[src/rtl/lp_pkg.sv]
package lp_pkg;
   typedef enum logic [1:0] {
      LP_SEQ  = 2'b00,
      LP_JMP  = 2'b01,
      LP_LOOP = 2'b10,
      LP_RSV  = 2'b11
   } lp_op_e;
endpackage

[src/rtl/lp_tgt_calc.sv]
module lp_tgt_calc #(
   parameter int ADDR_W = 32,
   parameter int OFS_W  = 8,
   parameter int LEN_W  = 4
) (
   input  logic [ADDR_W-1:0] cur_ip,
   input  logic [LEN_W-1:0]  ins_len,
   input  logic [OFS_W-1:0]  rel_ofs,
   output logic [ADDR_W-1:0] fall_ip,
   output logic [ADDR_W-1:0] tgt_ip
);
   localparam int EXT_W = ADDR_W - OFS_W;
   localparam int LPAD  = ADDR_W - LEN_W;

   logic [ADDR_W-1:0] ofs_ext;
   logic [ADDR_W-1:0] len_ext;

   if (OFS_W > ADDR_W) begin : g_bad_ofs
      $error("lp_tgt_calc: OFS_W must not exceed ADDR_W");
   end
   if (LEN_W >= ADDR_W) begin : g_bad_len
      $error("lp_tgt_calc: LEN_W must be below ADDR_W");
   end

   if (EXT_W > 0) begin : g_sext
      assign ofs_ext = {{EXT_W{rel_ofs[OFS_W-1]}}, rel_ofs};
   end else begin : g_full
      assign ofs_ext = rel_ofs[ADDR_W-1:0];
   end

   assign len_ext = {{LPAD{1'b0}}, ins_len};

   always_comb begin
      fall_ip = cur_ip + len_ext;
      tgt_ip  = fall_ip + ofs_ext;
   end
endmodule

[src/rtl/lp_cnt_dec.sv]
module lp_cnt_dec #(
   parameter int CNT_W = 32
) (
   input  logic [CNT_W-1:0] cnt_in,
   output logic [CNT_W-1:0] cnt_dec,
   output logic             dec_nz
);
   localparam logic [CNT_W-1:0] ONE = CNT_W'(1);

   if (CNT_W < 2) begin : g_bad_cnt
      $error("lp_cnt_dec: CNT_W must be at least 2");
   end

   always_comb begin
      cnt_dec = cnt_in - ONE;
      dec_nz  = |cnt_dec;
   end
endmodule

[src/rtl/lp_nip_sel.sv]
module lp_nip_sel
   import lp_pkg::*;
#(
   parameter int ADDR_W = 32,
   parameter int CNT_W  = 32
) (
   input  lp_op_e            op,
   input  logic [ADDR_W-1:0] fall_ip,
   input  logic [ADDR_W-1:0] tgt_ip,
   input  logic [CNT_W-1:0]  cnt_in,
   input  logic [CNT_W-1:0]  cnt_dec,
   input  logic              dec_nz,
   output logic [ADDR_W-1:0] nip,
   output logic [CNT_W-1:0]  cnt_nx,
   output logic              we_nx,
   output logic              take_nx
);
   always_comb begin
      nip     = fall_ip;
      cnt_nx  = cnt_in;
      we_nx   = 1'b0;
      take_nx = 1'b0;
      unique case (op)
         LP_JMP: begin
            nip     = tgt_ip;
            take_nx = 1'b1;
         end
         LP_LOOP: begin
            cnt_nx  = cnt_dec;
            we_nx   = 1'b1;
            take_nx = dec_nz;
            nip     = dec_nz ? tgt_ip : fall_ip;
         end
         default: ;
      endcase
   end
endmodule

[src/rtl/loop_branch_unit.sv]
module loop_branch_unit
   import lp_pkg::*;
#(
   parameter int ADDR_W  = 32,
   parameter int CNT_W   = 32,
   parameter int OFS_W   = 8,
   parameter int LEN_W   = 4,
   parameter bit OUT_REG = 1'b1
) (
   input  logic              clk,
   input  logic              rst_n,
   input  logic [ADDR_W-1:0] cur_ip,
   input  logic [LEN_W-1:0]  ins_len,
   input  logic [OFS_W-1:0]  rel_ofs,
   input  logic [1:0]        op_sel,
   input  logic [CNT_W-1:0]  cnt_in,
   output logic [ADDR_W-1:0] nxt_ip,
   output logic [CNT_W-1:0]  cnt_out,
   output logic              cnt_we,
   output logic              taken
);
   logic [ADDR_W-1:0] fall_ip, tgt_ip, nip;
   logic [CNT_W-1:0]  cnt_dec, cnt_nx;
   logic              dec_nz, we_nx, take_nx;
   lp_op_e            op;

   assign op = lp_op_e'(op_sel);

   lp_tgt_calc #(.ADDR_W(ADDR_W), .OFS_W(OFS_W), .LEN_W(LEN_W)) u_tgt (
      .cur_ip (cur_ip),
      .ins_len(ins_len),
      .rel_ofs(rel_ofs),
      .fall_ip(fall_ip),
      .tgt_ip (tgt_ip)
   );

   lp_cnt_dec #(.CNT_W(CNT_W)) u_dec (
      .cnt_in (cnt_in),
      .cnt_dec(cnt_dec),
      .dec_nz (dec_nz)
   );

   lp_nip_sel #(.ADDR_W(ADDR_W), .CNT_W(CNT_W)) u_sel (
      .op     (op),
      .fall_ip(fall_ip),
      .tgt_ip (tgt_ip),
      .cnt_in (cnt_in),
      .cnt_dec(cnt_dec),
      .dec_nz (dec_nz),
      .nip    (nip),
      .cnt_nx (cnt_nx),
      .we_nx  (we_nx),
      .take_nx(take_nx)
   );

   if (OUT_REG) begin : g_reg
      always_ff @(posedge clk) begin
         if (!rst_n) begin
            nxt_ip  <= '0;
            cnt_out <= '0;
            cnt_we  <= 1'b0;
            taken   <= 1'b0;
         end else begin
            nxt_ip  <= nip;
            cnt_out <= cnt_nx;
            cnt_we  <= we_nx;
            taken   <= take_nx;
         end
      end
   end else begin : g_comb
      assign nxt_ip  = nip;
      assign cnt_out = cnt_nx;
      assign cnt_we  = we_nx;
      assign taken   = take_nx;
   end
endmodule

[config.mk]
export PLATFORM = sky130hd
export DESIGN_NAME = loop_branch_unit
export DESIGN_NICKNAME = d
export VERILOG_FILES = /design/src/rtl/lp_pkg.sv /design/src/rtl/lp_tgt_calc.sv /design/src/rtl/lp_cnt_dec.sv /design/src/rtl/lp_nip_sel.sv /design/src/rtl/loop_branch_unit.sv
export SDC_FILE = /design/constraint.sdc
export NUM_CORES = 1
export LEC_CHECK = 0
export BUFFER_PORTS_ARGS = -buffer_cell sky130_fd_sc_hd__buf_2
export CORE_MARGIN = 3
export CORE_UTILIZATION = 35
export CTS_BUF_LIST = sky130_fd_sc_hd__clkbuf_16
export DETAILED_ROUTE_END_ITERATION = 10
export PLACE_DENSITY_LB_ADDON = 0.12
export SLEW_MARGIN = 15
export SYNTH_ARGS = -nofsm -noshare
export SYNTH_HDL_FRONTEND = slang
export SYNTH_SLANG_ARGS = --single-unit
[constraint.sdc]
create_clock -name clk -period 4.6 [get_ports clk]
set_input_delay 0.23 -clock clk [delete_from_list [all_inputs] [get_ports clk]]
set_output_delay 0.23 -clock clk [all_outputs]
set_load 0.05 [all_outputs]
==> impl_results.md <==
* Comb pwr share at roughly a third
* Clk pwr share at 34.6%
* TritonCTS buffer count at 9
* CP Capture Type: flip-flop
* Routed length per instance at between 15 and 20 um
* Net switching component of the power at a little over 0.7 mW
* CTS resizes at 0
* CP startpoint kind: input pin
* Hold_ws at about 160 ps
* FP Rows at 42
* WP data required at between 4000 and 5000 ps
* Hold Vio Cnt, Final at 0
* Area of the die at 0.0155 sq mm
* Least-Margin Pin Slew at about 1000 ps
* Slew Limit Fails at 0
* Core Area at between 0.01 and 0.015 sq mm
* Async S/R FF share, synth at 0%
* Slowest CP cell: or3b_2
* Max_cap viols at 0
* P per Cell Area at 330 mW/mm^2
* Tot Pwr at 2.00 mW
* Nets at between 800 and 900
* Run status: complete, no violations
* Vias per cell at roughly 5.2
* CP most frequent cell: o211ai_1
* CTS tree: built
* # DRC at 0
* Yosys warns at 0
* Internal Power at ~1.3 mW
* Pleak at between 2 and 3 nW
* Yosys cell types at 63
* Port Buf Inserts at ~150
* Clk root buf: clkbuf_16
* Top-count cell post-synth: dfxtp_1
* Number of detailed-route iterations in the first pass at 4
* DRT Wirelength at between 10000 and 15000 um
* Post-synth EDFFs at 0
* Ports at approximately 150
* Post-CTS Setup Inserts at 0
* Synth Flop Type: dfxtp_1
* Critical path class: in2reg
* Post-Synthesis Mean Instance Area at around 8.3 sq um
* Longest Clk Path Bufs at 2
* Hold_buf cts at 0
* Max Fanout on Critical Path at 6
* Post-synth top area cell: dfxtp_1
* Period minus WS final at roughly 4200 ps
* Post-synthesis sequential area ratio at between 20 and 30%
* #FFs+latches synth at 66
* First-pass GRT wire length at ~22000 um
* Layout cells sized above 1 at between 20% and 30%
* RSZ-0062 raised after global routing: false
* Height of the die at roughly 120 um
* Slowest stage delay, CP at 510 ps
* Met3 Usage GRT at between 4 and 5%
* Starting Density at 36.4%
* CTS clk-pin slew, worst paths at around 60 ps
* Synthesized Nets at around 710
* Die width at roughly 120 um
* Antenna violations before repair at 1
* Detailed Place HPWL at 10800 um
* Initial DRC Count at 206
* Syn Inst Count at slightly below 600
* Global route overflow at 0
* Vias at between 4000 and 5000
* Post-synth top cells: 66 x dfxtp_1, 58 x xnor2_1, 56 x nor2_1
* CP arrival at ~4400 ps
* Placer congestion estimate at ~0.86
* Crit path cell chain: buf_2 -> ha_1 -> fa_1 -> a21o_1 -> a21oi_1 -> nor2b_1 -> nand4_1 -> nor2_1 -> xor2_1 -> ha_1 -> a21o_1 -> o211ai_1 -> o211ai_1 -> or3b_2 -> o211ai_1 -> o21ai_1 -> a221oi_1 -> xnor2_1 -> a22o_1
* GR Layer Usage met2 at about 28%
* Met1 usage at roughly 23%
* HP Class: in2reg
* # fillers at approximately 1400
* Synth top area share at between 20% and 30%
* Worst VDD drop at around 0.15 mV
* Syn-to-layout area delta at 23.2%
* Sw Ratio at between 30% and 40%
* H-Tree Depth at 3
* Final Cycle Share at just over 90%
* Vias in the first global route at around 4600
* Setup violators final at 0
* Antenna viol nets, final at 0
* Mapped Area at 0.00491 sq mm
* Setup total negative slack at 0 ps
* CTS Sinks at 66
* Max_slew headroom at about a third
* Pin count of the biggest net entering global routing at 34
* F_max at around 240 MHz
* Sequential share of power at between 30% and 40%
* Global route hottest layer: met2
* Area contributors post-synth: dfxtp_1 27%, xnor2_1 10%, ha_1 10%
* Gr usage total at ~17%
[layout by cell type, fill, tap and decap left out, types with 4 or more instances in the layout]
cell type / instances
a22o_1: 25
xor2_1: 27
and3_1: 9
and2_1: 5
inv_1: 19
o211ai_1: 4
nand2b_1: 9
o21ai_0: 25
nor3_1: 16
o21bai_1: 5
nor2_1: 56
nor4_1: 8
clkbuf_16: 9
buf_2: 145
a21o_1: 16
xnor2_1: 58
nand3_1: 20
a21oi_1: 39
ha_1: 40
or3_1: 12
nand2_1: 43
nand4_1: 13
dfxtp_1: 66
a211oi_1: 6
[per-stage QoR]
stage	utilization, %	cell area, sq um	setup WS (ps)	cells
final	44.8	6050	433	913
after global placement	42.6	5750	171	896
after CTS	44.8	6050	454	912
after detailed placement	42.6	5750	96.1	896
after global routing	44.8	6050	62.4	913
after floorplan	-	4910	613	590
[flip-flops by register name, summed over array words and instances, names as in the netlist]
signal   count
cnt_out     32
taken        1
cnt_we       1
nxt_ip      32
[final timing paths]
| check | cells after the start | start | slack (ps) | endpoint |
|---|---|---|---|---|
| setup / recovery | 19 | cur_ip[0] | 430 | nxt_ip[30]$_SDFF_PN0_ |
| hold / removal | 2 | rst_n | 160 | cnt_out[14]$_SDFF_PN0_ |
[logic make-up (layout without fill, tap and decap cells)]
family | Yosys count | after routing | share of synthesized area [%]
adders and majority gates | 42 | 42 | 11.0
xor gates and xnor gates | 85 | 85 | 15.2
muxes | 1 | 1 | 0.229
buffers and inverters | 38 | 184 | 4.23
other | 0 | 1 | 0
DFF | 66 | 66 | 26.9
AOI/OAI and AO/OA | 147 | 147 | 20.4
and+or+nand+nor | 211 | 211 | 22.1
[worst max-delay path: cells and delay by family]
family                   cells  cell delay (ps)
buffers and inverters        1              100
adder cells (fa/ha/maj)      3             1010
AND/OR/NAND/NOR              4              910
XOR/XNOR                     2              250
AO/OA/AOI/OAI                9             1900
[power groups by stage]
stage                     Sequential, mW  Clock [mW]  Combinational, mW
after floorplan                    0.806           0              0.334
after global placement             0.640           0              0.675
after detailed placement           0.641           0              0.675
after CTS                          0.629       0.709              0.679
after global routing               0.632       0.726              0.741
final                              0.628       0.690              0.678
[area by class of cell]
| type | instances | area (sq um) | share of cell area (%) |
|---|---|---|---|
| multi-input combinational | 486 | 3380 | 55.9 |
| clock inverter | 7 | 68.8 | 1.14 |
| tap | 176 | 220 | 3.64 |
| inverter | 20 | 80.1 | 1.32 |
| timing repair buffer | 148 | 748 | 12.4 |
| clock buffer | 9 | 225 | 3.72 |
| antenna | 1 | 2.50 | 0.0414 |
| sequential | 66 | 1320 | 21.8 |
[layer usage]
metal / vias up / share of wire (%)
met5: - / 0
met4: 0 / 1.8
met3: 14 / 4.7
met2: 127 / 45
met1: 2198 / 48
li1: 2415 / -
No activity file was read; power rests on OpenSTA's default activity.
